<file path="config.mk">
export PLATFORM = sky130hd
export DESIGN_NAME = branch_resolve
export DESIGN_NICKNAME = d
export VERILOG_FILES = /design/src/rtl/brc_pkg.sv /design/src/rtl/brc_sext.sv /design/src/rtl/brc_target.sv /design/src/rtl/brc_ctr_test.sv /design/src/rtl/brc_cr_test.sv /design/src/rtl/branch_resolve.sv
export SDC_FILE = /design/constraint.sdc
export NUM_CORES = 1
export LEC_CHECK = 0
export BUFFER_PORTS_ARGS = -buffer_cell sky130_fd_sc_hd__buf_2
export CAP_MARGIN = 10
export CORE_MARGIN = 2
export CORE_UTILIZATION = 40
export DETAILED_ROUTE_END_ITERATION = 16
export PLACE_DENSITY = 0.69
export RECOVER_POWER = 50
export SLEW_MARGIN = 20
export SYNTH_ARGS = -nofsm -noshare
export SYNTH_HDL_FRONTEND = slang
export SYNTH_SLANG_ARGS = --single-unit
export TNS_END_PERCENT = 100
</file>
<file path="constraint.sdc">
create_clock -name clk -period 1.5 [get_ports clk]
set_input_delay 0 -clock clk [delete_from_list [all_inputs] [get_ports clk]]
set_output_delay 0 -clock clk [all_outputs]
set_load 0.02 [all_outputs]
</file>
<file path="src/rtl/brc_pkg.sv">
package brc_pkg;

  typedef enum logic [2:0] {
    BK_UNC_REL  = 3'd0,
    BK_UNC_ABS  = 3'd1,
    BK_CND_REL  = 3'd2,
    BK_CND_ABS  = 3'd3,
    BK_CND_REG  = 3'd4
  } br_kind_e;

  // Option bit positions inside the 5-bit options field; neighbours rely on them.
  localparam int OPT_CR_IGNORE  = 4;
  localparam int OPT_CR_WANT    = 3;
  localparam int OPT_CTR_SKIP   = 2;
  localparam int OPT_CTR_ZERO   = 1;

  function automatic logic kind_is_cond(input logic [2:0] k);
    return (k == BK_CND_REL) || (k == BK_CND_ABS) || (k == BK_CND_REG);
  endfunction

  function automatic logic kind_is_unc(input logic [2:0] k);
    return (k == BK_UNC_REL) || (k == BK_UNC_ABS);
  endfunction

endpackage

</file>
<file path="src/rtl/brc_sext.sv">
module brc_sext #(
  parameter int IN_W  = 24,
  parameter int OUT_W = 32
) (
  input  logic [IN_W-1:0]  fld,
  output logic [OUT_W-1:0] ext
);
  localparam int SH_W = IN_W + 2;

  logic [SH_W-1:0] shifted;
  assign shifted = {fld, 2'b00};

  generate
    if (OUT_W > SH_W) begin : g_extend
      assign ext = {{(OUT_W-SH_W){shifted[SH_W-1]}}, shifted};
    end else begin : g_trunc
      assign ext = shifted[OUT_W-1:0];
    end
  endgenerate
endmodule

</file>
<file path="src/rtl/brc_target.sv">
module brc_target
  import brc_pkg::*;
#(
  parameter int XLEN = 32,
  parameter int LI_W = 24,
  parameter int BD_W = 14
) (
  input  logic [2:0]      kind,
  input  logic [LI_W-1:0] li,
  input  logic [BD_W-1:0] bd,
  input  logic [XLEN-1:0] pc,
  input  logic [XLEN-1:0] rg,
  output logic [XLEN-1:0] target,
  output logic [XLEN-1:0] fallthru
);
  logic [XLEN-1:0] long_off;
  logic [XLEN-1:0] short_off;
  logic [1:0]      unused_rg_low;

  brc_sext #(.IN_W(LI_W), .OUT_W(XLEN)) u_long  (.fld(li), .ext(long_off));
  brc_sext #(.IN_W(BD_W), .OUT_W(XLEN)) u_short (.fld(bd), .ext(short_off));

  assign unused_rg_low = rg[1:0];
  assign fallthru      = pc + XLEN'(4);

  always_comb begin
    case (kind)
      BK_UNC_REL: target = pc + long_off;
      BK_UNC_ABS: target = long_off;
      BK_CND_REL: target = pc + short_off;
      BK_CND_ABS: target = short_off;
      BK_CND_REG: target = {rg[XLEN-1:2], 2'b00};
      default:    target = fallthru;
    endcase
  end
endmodule

</file>
<file path="src/rtl/brc_ctr_test.sv">
module brc_ctr_test #(
  parameter int XLEN = 32
) (
  input  logic            skip,
  input  logic            want_zero,
  input  logic [XLEN-1:0] ctr,
  output logic [XLEN-1:0] ctr_next,
  output logic            dec_en,
  output logic            pass
);
  logic [XLEN-1:0] dec_val;
  logic            is_zero;

  assign dec_val  = ctr - XLEN'(1);
  assign is_zero  = (dec_val == '0);
  assign dec_en   = !skip;
  assign ctr_next = skip ? ctr : dec_val;
  assign pass     = skip | (is_zero == want_zero);
endmodule

</file>
<file path="src/rtl/brc_cr_test.sv">
module brc_cr_test #(
  parameter int BI_W = 5
) (
  input  logic [(1<<BI_W)-1:0] cr,
  input  logic [BI_W-1:0]      bi,
  input  logic                 ignore,
  input  logic                 want,
  output logic                 pass
);
  localparam int CR_W = 1 << BI_W;

  logic [BI_W-1:0] pos;
  assign pos  = BI_W'(CR_W - 1) - bi;
  assign pass = ignore | (cr[pos] == want);
endmodule

</file>
<file path="src/rtl/branch_resolve.sv">
module branch_resolve
  import brc_pkg::*;
#(
  parameter int XLEN = 32,
  parameter int LI_W = 24,
  parameter int BD_W = 14,
  parameter int BO_W = 5,
  parameter int BI_W = 5
) (
  input  logic              clk,
  input  logic              rst_n,
  input  logic              in_valid,
  output logic              in_ready,
  input  logic [2:0]        in_kind,
  input  logic [LI_W-1:0]   in_li,
  input  logic [BD_W-1:0]   in_bd,
  input  logic [BO_W-1:0]   in_bo,
  input  logic [BI_W-1:0]   in_bi,
  input  logic [XLEN-1:0]   in_pc,
  input  logic [XLEN-1:0]   in_cr,
  input  logic [XLEN-1:0]   in_ctr,
  input  logic [XLEN-1:0]   in_reg,
  output logic              out_valid,
  input  logic              out_ready,
  output logic              out_taken,
  output logic [XLEN-1:0]   out_npc,
  output logic [XLEN-1:0]   out_ctr,
  output logic              out_ctr_we
);
  localparam int CR_W = 1 << BI_W;

  logic [XLEN-1:0] tgt;
  logic [XLEN-1:0] seq_pc;
  logic [XLEN-1:0] ctr_upd;
  logic            ctr_dec;
  logic            ctr_ok;
  logic            cr_ok;
  logic            is_cond;
  logic            is_unc;
  logic            take;
  logic            accept;
  logic            unused_hint;
  logic [CR_W-1:0] cr_view;

  assign unused_hint = in_bo[0];
  assign is_cond     = kind_is_cond(in_kind);
  assign is_unc      = kind_is_unc(in_kind);
  assign cr_view     = CR_W'(in_cr);

  brc_target #(.XLEN(XLEN), .LI_W(LI_W), .BD_W(BD_W)) u_tgt (
    .kind(in_kind), .li(in_li), .bd(in_bd), .pc(in_pc), .rg(in_reg),
    .target(tgt), .fallthru(seq_pc)
  );

  brc_ctr_test #(.XLEN(XLEN)) u_ctr (
    .skip(in_bo[OPT_CTR_SKIP]), .want_zero(in_bo[OPT_CTR_ZERO]), .ctr(in_ctr),
    .ctr_next(ctr_upd), .dec_en(ctr_dec), .pass(ctr_ok)
  );

  brc_cr_test #(.BI_W(BI_W)) u_cr (
    .cr(cr_view), .bi(in_bi), .ignore(in_bo[OPT_CR_IGNORE]),
    .want(in_bo[OPT_CR_WANT]), .pass(cr_ok)
  );

  assign take     = is_unc | (is_cond & ctr_ok & cr_ok);
  assign in_ready = !out_valid || out_ready;
  assign accept   = in_valid && in_ready;

  always_ff @(posedge clk or negedge rst_n) begin
    if (!rst_n) begin
      out_valid  <= 1'b0;
      out_taken  <= 1'b0;
      out_npc    <= '0;
      out_ctr    <= '0;
      out_ctr_we <= 1'b0;
    end else if (accept) begin
      out_valid  <= 1'b1;
      out_taken  <= take;
      out_npc    <= take ? tgt : seq_pc;
      out_ctr    <= is_cond ? ctr_upd : in_ctr;
      out_ctr_we <= is_cond & ctr_dec;
    end else if (out_ready) begin
      out_valid  <= 1'b0;
    end
  end
endmodule

</file>
# Word level (Yosys, flattened, before mapping)
# Cells that the tools add are included.
[classes] n_addsub=5 mul=0 n_div=0 magnitude_cmp=1 eq_ne=6 shift=0 n_mux=8 bitwise_logic=6 reduce_logical=10
[ops] op="$pmux W32 S5" n=1
[ops] op="$mux W32" n=3
[ops] op="$add A32 B32 Y32" n=2
[ops] op="$add A32 B3 Y32 const B" n=1
[ops] op="$logic_not A32 Y1" n=1
[ops] op="$sub A32 B1 Y32 const B" n=1
[ops] op="$eq A3 B2 Y1 const B" n=2
[ops] op="$lt A5 B6 Y1 const B" n=1
[ops] op="$bmux W1 S5" n=1
[ops] op="$sub A5 B5 Y5 const A" n=1
[ops] op="$logic_or A1 B1 Y1" n=4
[ops] op="$and A1 B1 Y1" n=3
[ops] op="$eq A3 B1 Y1 const B" n=1
[ops] op="$eq A3 B3 Y1 const B" n=1
[ops] op="$logic_not A3 Y1" n=1
[ops] op="$mux W1" n=3
[ops] op="$or A1 B1 Y1" n=3
[ops] op="$eq A1 B1 Y1" n=2
[ops] op="$logic_not A1 Y1" n=2
[ops] op="$reduce_bool A2 Y1" n=1
[ops] op="$logic_and A1 B1 Y1" n=1
[word_totals] ff_bits=67 latchBits=0 mem_bits_rw=0 mem_bits_ro=0 in_bits=183 out_inout_bits=68 wordCells=41 mem_count=0

# Longest topological paths before layout
[depth] word_depth=8 ltp_mapped=17

# Hierarchy
# Synthesis repeated with hierarchy kept, for this count alone.
[hier_totals] hier_cells=1200 hier_area_um2=9019.9
[by_module_without_submodules] mod="brc_target" n_inst=1 cells_each=615 area_each_um2=4112.7
[by_module_without_submodules] mod="branch_resolve" n_inst=1 cells_each=330 area_each_um2=3120.5
[by_module_without_submodules] mod="brc_ctr_test" n_inst=1 cells_each=145 area_each_um2=950.9
[by_module_without_submodules] mod="brc_sext" n_inst=2 cells_each=33 area_each_um2=244.0
[by_module_without_submodules] mod="brc_cr_test" n_inst=1 cells_each=44 area_each_um2=347.8

# Least setup slack after synthesis
# OpenSTA, ideal clock, no wires.
[synth_path] kind="input to register" startpoint="in in_kind[1]" endpoint="reg out_npc[18]" t_arrival_ns=3.402 t_required_ns=1.368 setup_slack_ns=-2.034 path_stages=15 path_buffers=2 cell_sequence="clkbuf_1 > nand2_1 > clkbuf_1 > mux2_2 > ha_1 > fa_1 > a211oi_1 > o21ai_0 > a221o_1 > a21oi_1 > o21ai_0 > o41ai_1 > xnor2_1 > a221oi_1 > o21ai_0"
[synth_between] elab_chain_len=7 elab_cells_between_ends=13 classes_between="eq/ne (4); mux (2); bitwise (3); reduce/logical (4)"
[synth_rtl] item="from (decl)" line_no="branch_resolve.sv:14" source="input logic [2:0] in_kind,"
[synth_rtl] item="$eq A3 B2 Y1" line_no="brc_pkg.sv:18, brc_target.sv:27"
[synth_rtl] item="$logic_or A1 B1 Y1 (2 in series)" line_no="brc_pkg.sv:18" source="return (k == BK_CND_REL) || (k == BK_CND_ABS) || (k == BK_CND_REG);"
[synth_rtl] item="$and A1 B1 Y1 (2 in series)" line_no="branch_resolve.sv:65" source="assign take = is_unc | (is_cond & ctr_ok & cr_ok);"
[synth_rtl] item="$or A1 B1 Y1" line_no="branch_resolve.sv:65"
[synth_rtl] item="$mux W32 *" line_no="branch_resolve.sv:79" source="out_npc <= take ? tgt : seq_pc;"
[synth_rtl] item="to (signal assigned)" line_no="branch_resolve.sv:79"
[synth_rtl] item="to (decl)" line_no="branch_resolve.sv:26" source="output logic [XLEN-1:0] out_npc,"
# Every way passes the cells marked *; elsewhere a longest branch is shown, timed or not.
# A chain may end at the register's enable or synchronous reset.

# Worst setup path after layout
[layout_path] startpoint="in in_kind[1]" endpoint="reg out_npc[25]"
# The elaborated chain is that of the path after synthesis.

==> results.cfg <==
[power]
p_per_area_nw_per_um2 = 734
p_sw_mw = 3.43
swShare_pct = 37.9
p_leak_nw = 5.66
ir_drop_v = 0.000601
total_power_mw = 9.06
p_seq_share_pct = 25.5
intPower_mw = 5.63
pwr-share-clk_pct = 24.1
combPwrFrac_pct = 50.4

[floorplanning]
core_um2 = 17900
fp-row-count = 49
start_util_pct = 40.5
die_h_um = 139
die_width_um = 139
ios = 251
dieArea_um2 = 19200

[cells_and_area]
final_cell_count_no_fill = 1623
fin_nets = 1605
num_antenna_cells = 0
drive_above_1_share_pct = 50.4
area_growth_pct = 70.3
fill_cells = 1420

[global_route]
grt_first_pass_wirelength_um = 47400
grt_pass1_vias = 9099
grt_max_degree = 68
antenna_found_initial = 0
grt_util_all_layers_pct = 30.3
grt_overflow = 0

[placement]
hpwl_um = 22400
gp_congestion = 0.953
post-place-ws_ns = -1.64
port_buffers = 247
post-place-cells = 1573

[critical_path]
crit_family = compound AO/OA/AOI/OAI gates
cp-endpoint = out_npc[25]$_DFFE_PN0P_
reg2reg_slack_ns = -0.15
crit_chain = buf_2 > nand2_4 > buf_6 > mux2_2 > ha_4 > a21oi_1 > nand2_1 > a221oi_4 > o2111ai_4 > a21o_1 > a41o_1 > xnor2_2 > o221ai_1 > a22o_1
critPathSlowestCell = a221oi_4
endpoint_kind = register
cp_max_fo = 10
worstPathRequired_ns = 1.73
r2r_cells = 6
worst-path-buf-inv = 2
crit_type = primary input to register
slowest_delay_ns = 0.42
critPathLaunchType = primary input
critPathLaunch = in_kind[1]
worstPathArrival_ns = 2.86
crit_cells = 14
worst_r2r_startpoint = out_valid$_DFFE_PN0P_
r2r-end = out_npc[3]$_DFFE_PN0P_

[clocking]
cts_buffers = 9
clock-sinks = 67
worst_skew_pair.late_latency_ns = 0.34
cts_buffer_depth = 2
clkTransAtPathRegs_ns = 0.06
htreeDepth = 3
clock-root-buffer = clkbuf_16
cts_tree = built

[status]
violations = setup timing
status = finished with violations

[logic_synthesis]
synthArstFlopShare_pct = 100
yosys_warnings = 0
syn_inst = 893
yosysMostFrequentCell = nand2_1
synth.avg_cell_area_um2 = 8.12
ys_seq_elements = 67
mappedNetlistArea_um2 = 7250
synth-edff-count = 0
synth_top_cells_by_count = nand2_1 (130), dfrtp_1 (67), o21ai_0 (58)
synth_fp_nets = 1109
yosys.area.top_type_share_pct = 23.1
yosysSeqAreaShare_pct = 23.1
synthFlopType = dfrtp_1
synth_area_leader_cell = dfrtp_1
synthDistinctLibCells = 81
synth_area_leaders = dfrtp_1 (23%), nand2_1 (6.7%), ha_1 (5.5%)

[sta]
rsz0062_at_grt = true
setup_ws_ns = -1.13
finalCritPeriodShare_pct = 175
slew_violations = 0
hold_viol = 0
slew_headroom_pct = 36.0
tightest_slew_ns = 0.960
fin_crit_ns = 2.63
finalClockSkew_ns = 0.0109
setup_viol = 41
fmax_mhz = 380

[route]
top_layer = met4
routed_wirelength_um = 30200
wl_per_cell_um = 18.6
drc = 0
routed_via_density = 5.71
wl_met2_um = 14300
drt-pass1-iter-count = 7
drt_iter0_drc = 667
met1_length_um = 12500
wl_met3_um = 2350
vias = 9263
antenna_left = 0

[hold_path]
min_path_type = primary input to register

[job]
cap_violations = 0
-- worst min-delay path by stage --
stage / start / endpoint / slack, ns / depth (start not counted)
global route: in_reg[26] / out_npc[26]$_DFFE_PN0P_ / 0.01 / 3
finish: out_ready / out_valid$_DFFE_PN0P_ / 0.02 / 3
CTS: out_ready / out_valid$_DFFE_PN0P_ / 0.004 / 3
detailed placement: rst_n / out_ctr[6]$_DFFE_PN0P_ / 0.05 / 2
floorplan: rst_n / out_ctr[0]$_DFFE_PN0P_ / -0.30 / 0
global placement: rst_n / out_ctr[2]$_DFFE_PN0P_ / 0.05 / 2
-- logic make-up after synthesis --
group / Yosys count / synth area share [%]
and+or+nand+nor: 348 / 24.2
xor gates and xnor gates: 83 / 10.0
DFF: 67 / 23.1
buffers and inverters: 72 / 4.94
adders and majority gates: 33 / 5.80
muxes: 32 / 6.23
AOI/OAI and AO/OA: 258 / 25.7
-- sequential cells by signal, summed over array words and instances, names as in the netlist --
| signal | flops |
|---|---|
| out_ctr | 32 |
| out_npc | 32 |
| out_ctr_we | 1 |
| out_taken | 1 |
| out_valid | 1 |
-- per-stage QoR --
| stage | setup TNS [ns] | utilization [%] | hold WS (ns) | area, um^2 |
|---|---|---|---|---|
| 3_3_place_gp | -57.89 | 60.7 | 0.0503 | 10900 |
| 5_1_grt | -39.71 | 69.0 | 0.0120 | 12300 |
| 3_5_place_dp | -59.51 | 60.7 | 0.0517 | 10900 |
| 2_1_floorplan | -38.79 | - | -0.296 | 7690 |
| 6_report | -34.31 | 69.0 | 0.0194 | 12300 |
| 4_1_cts | -32.41 | 67.1 | 0.00424 | 12000 |
-- layout by cell type, fill, tap and decap left out, types with 22 or more instances in the layout --
master	count
o21ai_1	29
nand3_1	23
a21oi_1	23
nand4_1	22
buf_4	245
nor2_1	54
o21ai_0	30
buf_6	31
xnor2_1	32
dfrtp_1	67
xor2_1	42
nand2_1	124
buf_2	234
-- worst min-delay path: stages --
cell	delay [ns]
buf_2	0.07
nand2b_2	0.16
nand2b_1	0.08
-- layout make-up --
type	count	area (um^2)	share of cell area (%)
Sequential cell	67	1680	13.6
Clock inverter	3	46.3	0.375
Inverter	12	45.0	0.365
Clock buffer	13	260	2.11
Multi-Input combinational cell	756	6210	50.3
Timing Repair Buffer	543	3820	30.9
Tap cell	229	287	2.32
-- per-layer routing --
layer	vias up	GRT usage [%]
met5	-	0
met4	0	10.7
met3	86	4.45
met2	453	50.8
met1	4363	40.1
li1	4361	-
-- power groups by stage --
stage	Sequential, mW	Clock (mW)	Combinational [mW]
6_report	2.31	2.19	4.56
5_1_grt	2.34	2.31	4.87
4_1_cts	2.31	2.22	4.33
3_5_place_dp	2.33	0	3.96
3_3_place_gp	2.32	0	3.91
2_1_floorplan	2.68	0	1.82
-- repair_timing --
action,CTS,global route
endpoints found under the setup margin,50,53
endpoints found under the hold margin,74,0
hold buffers,8,0
gates resized for setup,102,70
buffers inserted,18,7
pin swaps,75,47
cloned,5,0
No activity file was read; power rests on OpenSTA's default activity.
